File: src/rtl/irqc_pkg.sv
`timescale 1ns/1ps
package irqc_pkg;
  localparam int BUS_W      = 32;
  localparam int HALF_W     = 16;
  localparam int STATUS_OFF = 0;
  localparam int MASK_OFF   = 4;

  typedef enum logic [1:0] {
    SEL_NONE   = 2'd0,
    SEL_STATUS = 2'd1,
    SEL_MASK   = 2'd2
  } reg_sel_e;
endpackage

File: src/rtl/irqc_rst_sync.sv
`timescale 1ns/1ps
module irqc_rst_sync (
  input  logic clk,
  input  logic rst_n,
  output logic rst_sync_n
);
  logic stage1_q;
  logic stage2_q;

  always_ff @(posedge clk or negedge rst_n) begin
    if (!rst_n) begin
      stage1_q <= 1'b0;
      stage2_q <= 1'b0;
    end else begin
      stage1_q <= 1'b1;
      stage2_q <= stage1_q;
    end
  end

  assign rst_sync_n = stage2_q;
endmodule

File: src/rtl/irqc_bus_decode.sv
`timescale 1ns/1ps
module irqc_bus_decode
  import irqc_pkg::*;
#(
  parameter int NUM_SRC = 32,
  parameter int ADDR_W  = 4
) (
  input  logic [ADDR_W-1:0]  bus_addr,
  input  logic               bus_wr,
  input  logic               bus_rd,
  input  logic               bus_wide,
  output logic               stat_wr,
  output logic               mask_wr,
  output reg_sel_e           rd_sel,
  output logic [NUM_SRC-1:0] lane
);
  logic hit_status;
  logic hit_mask;

  assign hit_status = (bus_addr == ADDR_W'(STATUS_OFF));
  assign hit_mask   = (bus_addr == ADDR_W'(MASK_OFF));
  assign stat_wr    = bus_wr & hit_status;
  assign mask_wr    = bus_wr & hit_mask;

  always_comb begin
    rd_sel = SEL_NONE;
    if (bus_rd) begin
      if (hit_status)    rd_sel = SEL_STATUS;
      else if (hit_mask) rd_sel = SEL_MASK;
    end
  end

  for (genvar i = 0; i < NUM_SRC; i++) begin : g_lane
    if (i < HALF_W) begin : g_low
      assign lane[i] = 1'b1;
    end else begin : g_high
      assign lane[i] = bus_wide;
    end
  end
endmodule

File: src/rtl/irqc_status_reg.sv
`timescale 1ns/1ps
module irqc_status_reg #(
  parameter int NUM_SRC = 32
) (
  input  logic               clk,
  input  logic               rst_n,
  input  logic [NUM_SRC-1:0] set_vec,
  input  logic               clr_wr,
  input  logic [NUM_SRC-1:0] lane,
  input  logic [NUM_SRC-1:0] wval,
  output logic [NUM_SRC-1:0] status_q
);
  logic [NUM_SRC-1:0] status_d;
  logic               status_en;

  for (genvar i = 0; i < NUM_SRC; i++) begin : g_bit
    assign status_d[i] = set_vec[i] | (status_q[i] & ~(clr_wr & lane[i] & ~wval[i]));
  end

  assign status_en = clr_wr | (|set_vec);

  always_ff @(posedge clk or negedge rst_n) begin
    if (!rst_n)         status_q <= '0;
    else if (status_en) status_q <= status_d;
  end
endmodule

File: src/rtl/irqc_mask_reg.sv
`timescale 1ns/1ps
module irqc_mask_reg #(
  parameter int NUM_SRC = 32
) (
  input  logic               clk,
  input  logic               rst_n,
  input  logic               mask_wr,
  input  logic [NUM_SRC-1:0] lane,
  input  logic [NUM_SRC-1:0] wval,
  output logic [NUM_SRC-1:0] mask_q
);
  logic [NUM_SRC-1:0] mask_d;

  for (genvar i = 0; i < NUM_SRC; i++) begin : g_bit
    assign mask_d[i] = lane[i] ? wval[i] : mask_q[i];
  end

  always_ff @(posedge clk or negedge rst_n) begin
    if (!rst_n)       mask_q <= '0;
    else if (mask_wr) mask_q <= mask_d;
  end
endmodule

File: src/rtl/irqc_irq_gen.sv
`timescale 1ns/1ps
module irqc_irq_gen #(
  parameter int NUM_SRC = 32
) (
  input  logic               clk,
  input  logic               rst_n,
  input  logic [NUM_SRC-1:0] status,
  input  logic [NUM_SRC-1:0] mask,
  output logic               irq_q
);
  logic any_pend;

  assign any_pend = |(status & mask);

  always_ff @(posedge clk or negedge rst_n) begin
    if (!rst_n) irq_q <= 1'b0;
    else        irq_q <= any_pend;
  end
endmodule

File: src/rtl/irqc_top.sv
`timescale 1ns/1ps
module irqc_top
  import irqc_pkg::*;
#(
  parameter int NUM_SRC = 32,
  parameter int ADDR_W  = 4,
  parameter int DMA_BIT = 3
) (
  input  logic               clk,
  input  logic               rst_n,
  input  logic [NUM_SRC-1:0] src_req,
  input  logic               dma_req,
  input  logic [ADDR_W-1:0]  bus_addr,
  input  logic               bus_wr,
  input  logic               bus_rd,
  input  logic               bus_wide,
  input  logic [BUS_W-1:0]   bus_wdata,
  output logic [BUS_W-1:0]   bus_rdata,
  output logic               cpu_irq
);
  logic               rst_sync_n;
  logic               stat_wr;
  logic               mask_wr;
  reg_sel_e           rd_sel;
  logic [NUM_SRC-1:0] lane;
  logic [NUM_SRC-1:0] set_vec;
  logic [NUM_SRC-1:0] wval;
  logic [NUM_SRC-1:0] status_q;
  logic [NUM_SRC-1:0] mask_q;
  logic [NUM_SRC-1:0] rd_val;

  assign wval = bus_wdata[NUM_SRC-1:0];

  always_comb begin
    set_vec          = src_req;
    set_vec[DMA_BIT] = src_req[DMA_BIT] | dma_req;
  end

  irqc_rst_sync u_rst_sync (
    .clk        (clk),
    .rst_n      (rst_n),
    .rst_sync_n (rst_sync_n)
  );

  irqc_bus_decode #(.NUM_SRC(NUM_SRC), .ADDR_W(ADDR_W)) u_decode (
    .bus_addr (bus_addr),
    .bus_wr   (bus_wr),
    .bus_rd   (bus_rd),
    .bus_wide (bus_wide),
    .stat_wr  (stat_wr),
    .mask_wr  (mask_wr),
    .rd_sel   (rd_sel),
    .lane     (lane)
  );

  irqc_status_reg #(.NUM_SRC(NUM_SRC)) u_status (
    .clk      (clk),
    .rst_n    (rst_sync_n),
    .set_vec  (set_vec),
    .clr_wr   (stat_wr),
    .lane     (lane),
    .wval     (wval),
    .status_q (status_q)
  );

  irqc_mask_reg #(.NUM_SRC(NUM_SRC)) u_mask (
    .clk     (clk),
    .rst_n   (rst_sync_n),
    .mask_wr (mask_wr),
    .lane    (lane),
    .wval    (wval),
    .mask_q  (mask_q)
  );

  irqc_irq_gen #(.NUM_SRC(NUM_SRC)) u_irq (
    .clk    (clk),
    .rst_n  (rst_sync_n),
    .status (status_q),
    .mask   (mask_q),
    .irq_q  (cpu_irq)
  );

  always_comb begin
    unique case (rd_sel)
      SEL_STATUS: rd_val = status_q;
      SEL_MASK:   rd_val = mask_q;
      default:    rd_val = '0;
    endcase
  end

  assign bus_rdata = BUS_W'(rd_val & lane);
endmodule

File: config.mk
export PLATFORM = sky130hd
export DESIGN_NAME = irqc_top
export DESIGN_NICKNAME = d
export VERILOG_FILES = /design/src/rtl/irqc_pkg.sv /design/src/rtl/irqc_rst_sync.sv /design/src/rtl/irqc_bus_decode.sv /design/src/rtl/irqc_status_reg.sv /design/src/rtl/irqc_mask_reg.sv /design/src/rtl/irqc_irq_gen.sv /design/src/rtl/irqc_top.sv
export SDC_FILE = /design/constraint.sdc
export NUM_CORES = 1
export LEC_CHECK = 0
export BUFFER_PORTS_ARGS = -buffer_cell sky130_fd_sc_hd__buf_2
export CAP_MARGIN = 15
export CORE_ASPECT_RATIO = 1.75
export CORE_MARGIN = 2
export CORE_UTILIZATION = 41
export DETAILED_ROUTE_END_ITERATION = 16
export PLACE_DENSITY = 0.72
export REMOVE_ABC_BUFFERS = 1
export SLEW_MARGIN = 15
export SYNTH_ARGS = -nofsm -noshare
export SYNTH_HDL_FRONTEND = slang
export SYNTH_SLANG_ARGS = --single-unit
File: constraint.sdc
create_clock -name clk -period 3.6 [get_ports clk]
set_input_delay 0.36 -clock clk [delete_from_list [all_inputs] [get_ports clk]]
set_output_delay 0.36 -clock clk [all_outputs]
set_load 0.03 [all_outputs]
Yosys cells after proc, flatten, opt, wreduce, memory -nomap -nowiden
Index checks and enable logic that the tools add are counted.
{"block": "word_totals", "reg_bits": 67}
{"block": "classes", "eq_ne": 3, "n_mux": 4, "bitwise": 167, "n_reduce_logical": 4}
{"cell": "1-bit AND", "n": 67}
{"cell": "32-bit AND", "n": 2}
{"cell": "1-bit NOT", "n": 64}
{"cell": "32-bit case mux with 2 select lines", "n": 1}
{"cell": "32-bit OR reduction", "n": 2}
{"cell": "1-bit bitwise OR", "n": 34}
{"cell": "2-bit two-way mux", "n": 3}
{"cell": "4-bit by 3-bit equality test with 1-bit output (second input constant)", "n": 1}
{"cell": "4-bit zero test", "n": 1}
{"cell": "2-bit by 1-bit equality test with 1-bit output (second input constant)", "n": 1}
{"cell": "2-bit equality test (second input constant)", "n": 1}
{"cell": "2-bit AND reduction", "n": 1}

Logic depth before layout (Yosys ltp)
Gate-level depths: netlist (run 1).
{"block": "logic_depth", "word_depth": 7, "mapped_depth": 10, "ltp_nobuf": 6}

Hierarchy
Synthesis (run 1) repeated with hierarchy kept, for this count alone.
{"block": "unflattened", "hier_cells": 359, "hier_area_um2": 4038.9}
{"mod": "irqc_mask_reg", "instances": 1, "cells_each": 99, "area_per_inst_um2": 1427.6, "seq_area_each_um2": 800.8}
{"mod": "irqc_status_reg", "instances": 1, "cells_each": 117, "area_per_inst_um2": 1278.7, "seq_area_each_um2": 800.8}
{"mod": "irqc_top", "instances": 1, "cells_each": 78, "area_per_inst_um2": 810.8, "seq_area_each_um2": 0.0}
{"mod": "irqc_bus_decode", "instances": 1, "cells_each": 40, "area_per_inst_um2": 285.3, "seq_area_each_um2": 0.0}
{"mod": "irqc_irq_gen", "instances": 1, "cells_each": 22, "area_per_inst_um2": 182.7, "seq_area_each_um2": 25.0}
{"mod": "irqc_rst_sync", "instances": 1, "cells_each": 3, "area_per_inst_um2": 53.8, "seq_area_each_um2": 50.0}

Worst setup path after synthesis (run 1)
OpenSTA, ideal clock, no wires.
{"block": "synth_timing", "path_type": "in2out", "startpoint": "in bus_addr[2]", "endpoint": "out bus_rdata[21]", "t_arrival_ns": 2.726, "slack_ns": 0.514, "cell_stages": 10, "path_cell_list": "clkbuf_1 > buf_1 > clkbuf_1 > nand3_1 > ha_1 > clkbuf_1 > nand2b_1 > clkbuf_1 > clkbuf_1 > nor2_1"}
{"block": "synth_via", "elab_chain_cells": 7}
{"element": "start, declared", "line": "irqc_top.sv:13", "text": "input logic [ADDR_W-1:0] bus_addr,"}
{"element": "4-bit by 3-bit equality test with 1-bit output", "line": "irqc_bus_decode.sv:21", "text": "assign hit_mask = (bus_addr == ADDR_W'(MASK_OFF));"}
{"element": "2-bit two-way mux", "line": "irqc_bus_decode.sv:29", "text": "else if (hit_mask) rd_sel = SEL_MASK;"}
{"element": "2-bit two-way mux *", "line": "irqc_bus_decode.sv:28", "text": "if (hit_status) rd_sel = SEL_STATUS;"}
{"element": "2-bit two-way mux *", "line": "irqc_bus_decode.sv:27", "text": "if (bus_rd) begin"}
{"element": "2-bit equality test or 2-bit by 1-bit equality test with 1-bit output (tied branches)", "line": "irqc_top.sv:84", "text": "unique case (rd_sel)"}
{"element": "32-bit case mux with 2 select lines *", "line": "irqc_top.sv:84"}
{"element": "32-bit AND *", "line": "irqc_top.sv:91", "text": "assign bus_rdata = BUS_W'(rd_val & lane);"}
{"element": "end, declared", "line": "irqc_top.sv:18", "text": "output logic [BUS_W-1:0] bus_rdata,"}
Mark *: on every way between the ends. The rest lies on a longest branch, timed or not.

Worst setup path in the final report (run 1)
{"block": "layout_timing", "startpoint": "in bus_addr[1]", "endpoint": "out bus_rdata[28]"}
The elaborated chain is that of the path after synthesis.

==> results of run 1 <==
## final timing paths
kind | depth (start not counted) | slack [ns] | start | end
worst max-delay path | 7 | 0.61 | bus_addr[1] | bus_rdata[28]
worst min-delay path | 2 | 0.21 | src_req[30] | u_status.status_q[30]$_DFFE_PN0P_
worst max register to register | 3 | 2.19 | u_status.status_q[15]$_DFFE_PN0P_ | u_irq.irq_q$_DFF_PN0_
worst min register to register | 0 | 0.34 | u_rst_sync.rst_sync_n$_DFF_PN0_ | u_status.status_q[4]$_DFFE_PN0P_
max in group asynchronous | 1 | 2.35 | u_rst_sync.rst_sync_n$_DFF_PN0_ | u_mask.mask_q[7]$_DFFE_PN0P_
min in group asynchronous | 0 | 0.34 | u_rst_sync.rst_sync_n$_DFF_PN0_ | u_status.status_q[4]$_DFFE_PN0P_
## per-stage QoR
step                      hold WS [ns]  cells
after global placement           0.145    462
after global routing             0.217    479
after detailed placement         0.148    462
final                            0.208    479
after floorplan                 0.0644    264
after CTS                        0.207    479
## cell usage in the layout (no fill, tap or decap)
cell	count
or4b_4	1
nor2_1	35
ha_1	1
clkbuf_1	1
dfrtp_1	66
or2_2	1
conb_1	1
nand3_1	2
mux2_2	32
inv_1	1
buf_4	4
clkinvlp_4	1
a22oi_1	48
a21o_1	16
or4b_1	16
nand2b_1	16
clkbuf_16	9
nand2_1	2
bufinv_16	2
or4_1	1
o31ai_1	16
clkbuf_8	2
clkinv_2	1
dlygate4sd3_1	1
nand4_1	5
buf_2	106
and2b_1	2
ha_2	1
dfrtp_2	1
## power by group through the flow
stage	Clock, mW	Combinational, mW	Sequential [mW]
6_report	0.948	0.223	0.908
5_1_grt	0.984	0.246	0.922
4_1_cts	0.954	0.226	0.906
3_5_place_dp	0	0.224	0.918
3_3_place_gp	0	0.218	0.911
2_1_floorplan	0	0.132	0.902
## logic make-up (layout without fill, tap and decap cells)
group           Yosys count  count (layout)  synth area share (%)
buf+inv                  21             128                  2.89
mux                      32              32                  11.1
other cells               1               1                 0.116
fa+ha+maj                 2               2                 0.771
flops                    67              67                  51.7
simple gates             81              81                  14.9
compound gates           80              80                  18.5
## worst reg2reg max path, delay by kind of cell (launching register included)
family             cells  cell delay (ns)
and+or+nand+nor        2             0.67
DFF                    1             0.40
AOI/OAI and AO/OA      1             0.22
## what timing repair did
item / 4_1_cts / 5_1_grt
endpoints found under the hold margin: 2 / 0
hold buffers: 1 / 0
endpoints found under the setup margin: 0 / 0
## layout make-up
cell class              instances  area (µm²)  share of cell area, %
clock buffers                  12         256                   6.16
multi-input cells             196        1480                   35.4
clock inverters                 4        72.6                   1.74
inverters                       1        3.75                 0.0901
repair buffers                111         571                   13.7
flip-flops and latches         67        1680                   40.3
well taps                      88         110                   2.64
## flip-flops by register name, summed over array words and instances, names as in the netlist
register               flops
u_mask.mask_q             32
u_status.status_q         32
u_irq.irq_q                1
u_rst_sync.rst_sync_n      1
u_rst_sync.stage1_q        1
## routing by layer
layer	vias to the layer above	wire length, µm	track usage [%]
li1	1276	-	-
met1	1423	3330	22.9
met2	79	5250	41.8
met3	23	401	3.97
met4	0	330	12.1
met5	-	0	0
==> flow_metrics.tcl, run 1 <==
set metrics [dict create \
    status "completed" \
    gr-total-overflow 0 \
    setup_viol 0 \
    wl_um 9310 \
    synthArstFlopShare_pct 100 \
    ys.flop_type "dfrtp_1" \
    core_um2 7620 \
    syn_avg_cell_area_um2 11.4 \
    synth_area_leaders "dfrtp_1 (52%), a22oi_1 (11%), mux2_2 (11%)" \
    cts_sinks 67 \
    synthCells 284 \
    place.gp.congestion 0.817 \
    power_leakage_nw 1.76 \
    crit_type "in -> out" \
    fin_util_pct 54.7 \
    cts_htree_levels 3 \
    min_period_ns 2.99 \
    ir_worst_vdd_v 0.000313 \
    max_cap_violations 0 \
    drtIter0Drc 265 \
    synth_top_cell_by_area "dfrtp_1" \
    rows 42 \
    layout.nets 462 \
    cp_num_buf_inv 2 \
    first_pass_iters 6 \
    power_mw 2.08 \
    synth_most_common_cell "dfrtp_1" \
    area_delta_synth_final_pct 28.5 \
    rsz0062_at_grt "no" \
    ys_warn_count 0 \
    synth_seq_cells 67 \
    cp.arrival_ns 2.63 \
    fmax_mhz 335 \
    drv_slew 0 \
    synth_edf_count 0 \
    p_comb_share_pct 10.7 \
    cts_root_buffer "clkbuf_16" \
    post_drt_via_cell_ratio 5.85 \
    tightest_slew_ns 0.943 \
    fin_ws_ns 0.613 \
    critical_path.top_delay_family "simple AND/OR/NAND/NOR gates" \
    clk_transition_reported_paths_ns 0.05 \
    insertion_delay_ns 0.33 \
    crit_chain "buf_2 -> nor2_1 -> nand3_1 -> ha_1 -> nand2b_1 -> nor2_1 -> buf_2" \
    grt_pass1_wl_um 14800 \
    grt.total_usage_pct 22.4 \
    seq_area_frac_synth_pct 51.7 \
    grt_pass1_vias 3035 \
    worst_setup_path_end_kind "output pin" \
    fin_worst_skew_ns 0.00454 \
    yosysUniqueCellTypes 21 \
    antenna_found_initial 0 \
    hold_viol 0 \
    synth_commonest_cells "dfrtp_1 (67), a22oi_1 (48), nor2_1 (35)" \
    initial_utilization_pct 42.6 \
    vias 2801 \
    finalSetupTns_ns 0 \
    cpPeakStageDelay_ns 0.76 \
    p_seq_share_pct 43.7 \
    io_pins 107 \
    fin_area_um2 4170 \
    internal_power_mw 1.61 \
    diodes 0 \
    cts_tree "yes" \
    detail-route-antenna-nets 0 \
    crit_path_start_kind "primary input" \
    required_ns 3.24 \
    clock_path_buffers 2 \
    power.density_nw_per_um2 499 \
    cts_buffers 9 \
    postCtsSetupRepairBufs 0 \
    hold_class "in -> reg" \
    grt_max_degree 36 \
    period_share_pct 83.0 \
    dpl_cell_area_um2 3820 \
    synth_area_um2 3240 \
    die_h_um 122 \
    dp.final_hpwl_um 6350 \
    die_w_um 71.2 \
    fillCellCount 691 \
    yosys.area.top_type_share_pct 51.7 \
    final_layout_size_suffix_gt1_share_pct 41.2 \
    p_sw_mw 0.474 \
    die-area_um2 8670 \
    switching_share_pct 22.8 \
    io_buffers 106 \
    post_drt_wl_per_cell_um 19.4 \
    power.share.clock_pct 45.6 \
    post-route-drc-count 0 \
    max-slew-margin-rel_pct 37.0 \
    path_max_fanout 17 \
    cts_resized 0 \
    pre_cts_ws_ns 0.584 \
    slowest_stage "nand2b_1" \
]
(Power assumes the default switching activity.)
==> run 2, diff against run 1 <==
==> constraint.sdc (replaced) <==
create_clock -name clk -period 3.1 [get_ports clk]
set_input_delay 0.31 -clock clk [delete_from_list [all_inputs] [get_ports clk]]
set_output_delay 0.31 -clock clk [all_outputs]
set_load 0.03 [all_outputs]
==> run 2 against run 1 <==
  * Sequential share of layout area up 0.43 points
  * Clock-buffer cell count up 2
  * Highest routed layer unchanged
  * Via count down 0.64%
==> flow_metrics.tcl, run 2 (synthesized netlist as in run 1, its figures left out) <==
set metrics [dict create \
    cts_buffers 9 \
    diodes 0 \
    dp.cells 465 \
    gr-total-overflow 0 \
    critical_path.top_delay_family "simple AND/OR/NAND/NOR gates" \
    max_cap_violations 0 \
    cp.arrival_ns 2.13 \
    p_sw_mw 0.526 \
    cpPeakStageDelay_ns 0.51 \
    period_share_pct 78.6 \
    required_ns 2.79 \
    reg_top3 "u_mask.mask_q (32), u_status.status_q (32)" \
    die-area_um2 8670 \
    p_seq_share_pct 48.0 \
    insertion_delay_ns 0.32 \
    rows 42 \
    fin_cells 480 \
    path_max_fanout 16 \
    post_drt_via_cell_ratio 5.80 \
    core_um2 7620 \
    ir_worst_vdd_v 0.000381 \
    die_w_um 71.2 \
    grt.total_usage_pct 21.8 \
    die_h_um 122 \
    cts_root_buffer "clkbuf_16" \
    drtIter0Drc 269 \
    first_pass_iters 4 \
    switching_share_pct 23.9 \
    crit_chain "buf_2 -> nor2_1 -> nand3_1 -> ha_1 -> nand2b_1 -> nor2_1 -> buf_2" \
    crit_path_start_kind "primary input" \
    vias 2783 \
    drv_slew 0 \
    fillCellCount 673 \
    fmax_mhz 411 \
    clk_transition_reported_paths_ns 0.05 \
    multiInputGateArea_um2 1480 \
    status "completed" \
    setup_viol 0 \
    grt_pass1_wl_um 14300 \
    r2r-end "u_irq.irq_q$_DFF_PN0_" \
    io_buffers 106 \
    holdPathStages 2 \
    wl_um 9080 \
    tightest_slew_ns 0.780 \
    power_leakage_nw 1.74 \
    slowest_stage "nand2b_1" \
    fin_worst_skew_ns 0.00552 \
    power_mw 2.20 \
    hold_start "src_req[31]" \
    cp_num_buf_inv 2 \
    grt_pass1_vias 2920 \
    dp.final_hpwl_um 6320 \
    max-slew-margin-rel_pct 48.0 \
    final_cell_mix "buf_2 (106), dfrtp_1 (66), a22oi_1 (48)" \
    p_comb_share_pct 11.8 \
    min_period_ns 2.44 \
    internal_power_mw 1.68 \
    seq_area_um2 1680 \
    area_delta_synth_final_pct 27.3 \
    post-route-drc-count 0 \
    final_layout_size_suffix_gt1_share_pct 40.6 \
    hold_end "u_status.status_q[31]$_DFFE_PN0P_" \
    hold_class "in -> reg" \
    final_common_cell "buf_2" \
    reg2regPathDepth 3 \
    r2r_slack_ns 1.60 \
    rsz0062_at_grt "no" \
    detail-route-antenna-nets 0 \
    worstReg2RegStart "u_status.status_q[6]$_DFFE_PN0P_" \
    clock_path_buffers 2 \
    io_pins 107 \
    cts_tree "yes" \
    layout.nets 465 \
    cts_htree_levels 3 \
    post_drt_wl_per_cell_um 18.9 \
    place.gp.congestion 0.820 \
    cts_sinks 67 \
    hold_viol 0 \
    postCtsSetupRepairBufs 0 \
    worst_setup_path_end_kind "output pin" \
    grt_max_degree 50 \
    crit_type "in -> out" \
    power.density_nw_per_um2 533 \
    initial_utilization_pct 42.6 \
    antenna_found_initial 0 \
    finalSetupTns_ns 0 \
    power.share.clock_pct 40.2 \
]
run 2: changes by cell type in the layout (fill, tap and decap cells not counted), sizes merged:
cell	change
bufinv	-2
buf	+3
clkinvlp	-1
clkbuf	+2
clkinv	-1
run 2: worst register-to-register path: stages (launching register included):
cell and delay (ns):
dfrtp_1 0.40, a22oi_1 0.23, nand4_1 0.16, or4_1 0.56
run 2: what timing repair did:
item,4_1_cts,5_1_grt
hold buffers,1,0
gates resized for setup,0,0
hold endpoints to repair,2,0
run 2: final cells by class:
cell class              count  share of cell area (%)
inverters                   1                  0.0909
flip-flops and latches     67                    40.7
repair buffers            114                    14.7
well taps                  88                    2.67
multi-input cells         196                    35.7
clock buffers              14                    6.15
run 2: power groups by stage:
stage | registers (mW) | clock network, mW | logic [mW]
floorplan | 1.05 | 0 | 0.153
global placement | 1.06 | 0 | 0.251
detailed placement | 1.07 | 0 | 0.260
CTS | 1.06 | 0.901 | 0.262
global route | 1.07 | 0.936 | 0.284
finish | 1.06 | 0.885 | 0.259
run 2: how the worst max path moves through the flow:
stage,from,depth (start not counted),endpoint
global placement,bus_addr[1],8,bus_rdata[3]
CTS,bus_addr[1],8,bus_rdata[3]
finish,bus_addr[1],7,bus_rdata[26]
detailed placement,bus_addr[1],8,bus_rdata[3]
floorplan,bus_addr[1],5,bus_rdata[16]
global route,bus_addr[1],8,bus_rdata[3]
run 2: layer usage:
layer  global-route usage [%]  part of all wire, %  vias up  wire length [µm]
li1                         -                    -     1289                 -
met1                     23.8                   36     1393              3270
met2                     39.9                   56       83              5130
met3                     3.39                  4.4       18               399
met4                     11.1                  3.2        0               287
met5                        0                    0        -                 0
run 2: metrics by stage:
| step | util [%] | hold slack [ns] | setup slack [ns] | cell area (µm²) |
|---|---|---|---|---|
| after floorplan | - | 0.0144 | 0.842 | 3150 |
| after global placement | 50.7 | 0.0940 | 0.311 | 3860 |
| after detailed placement | 50.7 | 0.0960 | 0.273 | 3860 |
| after CTS | 54.1 | 0.157 | 0.274 | 4120 |
| after global routing | 54.2 | 0.160 | 0.505 | 4130 |
| final | 54.2 | 0.163 | 0.664 | 4130 |
==> run 3, diff against run 2 <==
==> constraint.sdc (replaced) <==
create_clock -name clk -period 2.3 [get_ports clk]
set_input_delay 0.23 -clock clk [delete_from_list [all_inputs] [get_ports clk]]
set_output_delay 0.23 -clock clk [all_outputs]
set_load 0.03 [all_outputs]
==> run 3 against run 2 <==
  * Non-clock buffer count rose by 5
  * Combinational power rose by 37%
  * Largest cell class unchanged
  * Sequential power rose by 34%
  * Hold slack got worse by 0.090 ns
  * Power rose by 42%
  * Utilization rose by 1.0 points
  * Die area did not move
==> flow_metrics.tcl, run 3 (synthesized netlist as in run 1, its figures left out) <==
set metrics [dict create \
    status "completed" \
    switching_share_pct 24.0 \
    core_um2 7620 \
    power.share.clock_pct 43.3 \
    hold_class "in -> reg" \
    rsz0062_at_grt "no" \
    wl_um 9230 \
    dp.final_hpwl_um 6650 \
    diodes 0 \
    detail-route-antenna-nets 0 \
    io_pins 107 \
    pre_cts_ws_ns 0.226 \
    fillCellCount 656 \
    cp_num_buf_inv 3 \
    crit_type "in -> out" \
    post_drt_wl_per_cell_um 19.0 \
    cts_sinks 67 \
    slowest_stage "or2_2" \
    power_leakage_nw 1.80 \
    cts_root_buffer "clkbuf_16" \
    hold_start "src_req[30]" \
    fin_worst_skew_ns 0.00339 \
    insertion_delay_ns 0.33 \
    clk_transition_reported_paths_ns 0.05 \
    ir_worst_vdd_v 0.000416 \
    place.gp.congestion 0.843 \
    grt_pass1_vias 2971 \
    finalSetupTns_ns 0 \
    cp.arrival_ns 1.86 \
    worstReg2RegStart "u_status.status_q[15]$_DFFE_PN0P_" \
    crit_start "bus_addr[1]" \
    clock_path_buffers 2 \
    first_pass_iters 4 \
    layout.nets 470 \
    max_cap_violations 0 \
    grt.total_usage_pct 22.8 \
    rows 42 \
    min_period_ns 2.09 \
    p_seq_share_pct 45.4 \
    p_sw_mw 0.750 \
    critical_path.top_delay_family "simple AND/OR/NAND/NOR gates" \
    final_cell_mix "buf_2 (106), dfrtp_1 (66), a22oi_1 (48)" \
    die_w_um 71.2 \
    final_common_cell "buf_2" \
    grt_max_degree 39 \
    final_layout_size_suffix_gt1_share_pct 42.2 \
    antenna_found_initial 0 \
    fin_util_pct 55.2 \
    crit_chain "buf_2 -> nor2_1 -> nand2_1 -> or2_2 -> ha_1 -> buf_4 -> a22oi_1 -> nor2_1 -> buf_2" \
    fmax_mhz 479 \
    required_ns 2.07 \
    grt_pass1_wl_um 14800 \
    cts_htree_levels 3 \
    io_buffers 106 \
    hold_viol 0 \
    drv_slew 0 \
    period_share_pct 90.8 \
    tightest_slew_ns 0.884 \
    cts_tree "yes" \
    p_comb_share_pct 11.3 \
    worst_setup_path_end_kind "output pin" \
    vias 2811 \
    max-slew-margin-rel_pct 41.1 \
    power.density_nw_per_um2 744 \
    reg_top3 "u_mask.mask_q (32), u_status.status_q (32)" \
    gr-total-overflow 0 \
    die-area_um2 8670 \
    initial_utilization_pct 42.6 \
    whs_ns 0.0725 \
    cts_buffers 9 \
    setup_viol 0 \
    drtIter0Drc 241 \
    die_h_um 122 \
    post_drt_via_cell_ratio 5.78 \
    internal_power_mw 2.38 \
    crit_path_start_kind "primary input" \
    cpPeakStageDelay_ns 0.28 \
    post-route-drc-count 0 \
    fin_ws_ns 0.212 \
    path_max_fanout 23 \
    area_delta_synth_final_pct 29.7 \
]
run 3: cell types whose count changed in the layout (fill, tap and decap cells not counted), sizes merged:
cell,delta
buf,+5
clkinv,+1
run 3: through the flow:
stage / std cells / cell area, µm² / power (mW)
3_5_place_dp: 470 / 3900 / 1.80
5_1_grt: 486 / 4210 / 3.26
2_1_floorplan: 264 / 3150 / 1.62
4_1_cts: 486 / 4210 / 3.15
3_3_place_gp: 470 / 3900 / 1.78
6_report: 486 / 4210 / 3.13
run 3: what timing repair did:
action | in CTS | in global routing
hold buffers | 1 | 0
gates resized for setup | 0 | 0
setup buffers | 0 | 0
endpoints found under the hold margin | 2 | 0
setup endpoints to repair | 0 | 0
run 3: final timing paths:
check	cells after the start	slack (ns)	endpoint
setup / recovery	9	0.21	bus_rdata[3]
max in group asynchronous	1	1.25	u_status.status_q[10]$_DFFE_PN0P_
min in group asynchronous	2	0.21	u_rst_sync.stage1_q$_DFF_PN0_
setup reg to reg	3	0.90	u_irq.irq_q$_DFF_PN0_
hold / removal	2	0.07	u_status.status_q[30]$_DFFE_PN0P_
hold reg to reg	0	0.35	u_rst_sync.rst_sync_n$_DFF_PN0_
run 3: final cells by class:
class	instances	area, µm²	share of cell area [%]
sequential	67	1680	39.9
multi-input combinational	196	1470	35.0
timing repair buffer	119	643	15.3
clock buffer	14	294	6.99
tap	88	110	2.62
clock inverter	1	5.00	0.119
inverter	1	3.75	0.0892
run 3: worst register-to-register path, cell delays in order (launching register included):
cell     delay [ns]
dfrtp_1        0.39
a22oi_1        0.23
nand4_1        0.14
or4_1          0.52
run 3: metal layers:
metal  track usage (%)  vias to the layer above  part of all wire (%)
met4              15.3                        0                   5.6
met5                 0                        -                     0
li1                  -                     1292                     -
met2              39.3                      113                    53
met3              5.21                       39                   5.3
met1              24.4                     1367                    36
run 3: power groups by stage:
stage / clock [mW] / sequential, mW / combinational, mW
2_1_floorplan: 0 / 1.41 / 0.206
3_3_place_gp: 0 / 1.43 / 0.347
3_5_place_dp: 0 / 1.44 / 0.357
4_1_cts: 1.37 / 1.42 / 0.359
5_1_grt: 1.42 / 1.44 / 0.391
6_report: 1.35 / 1.42 / 0.354
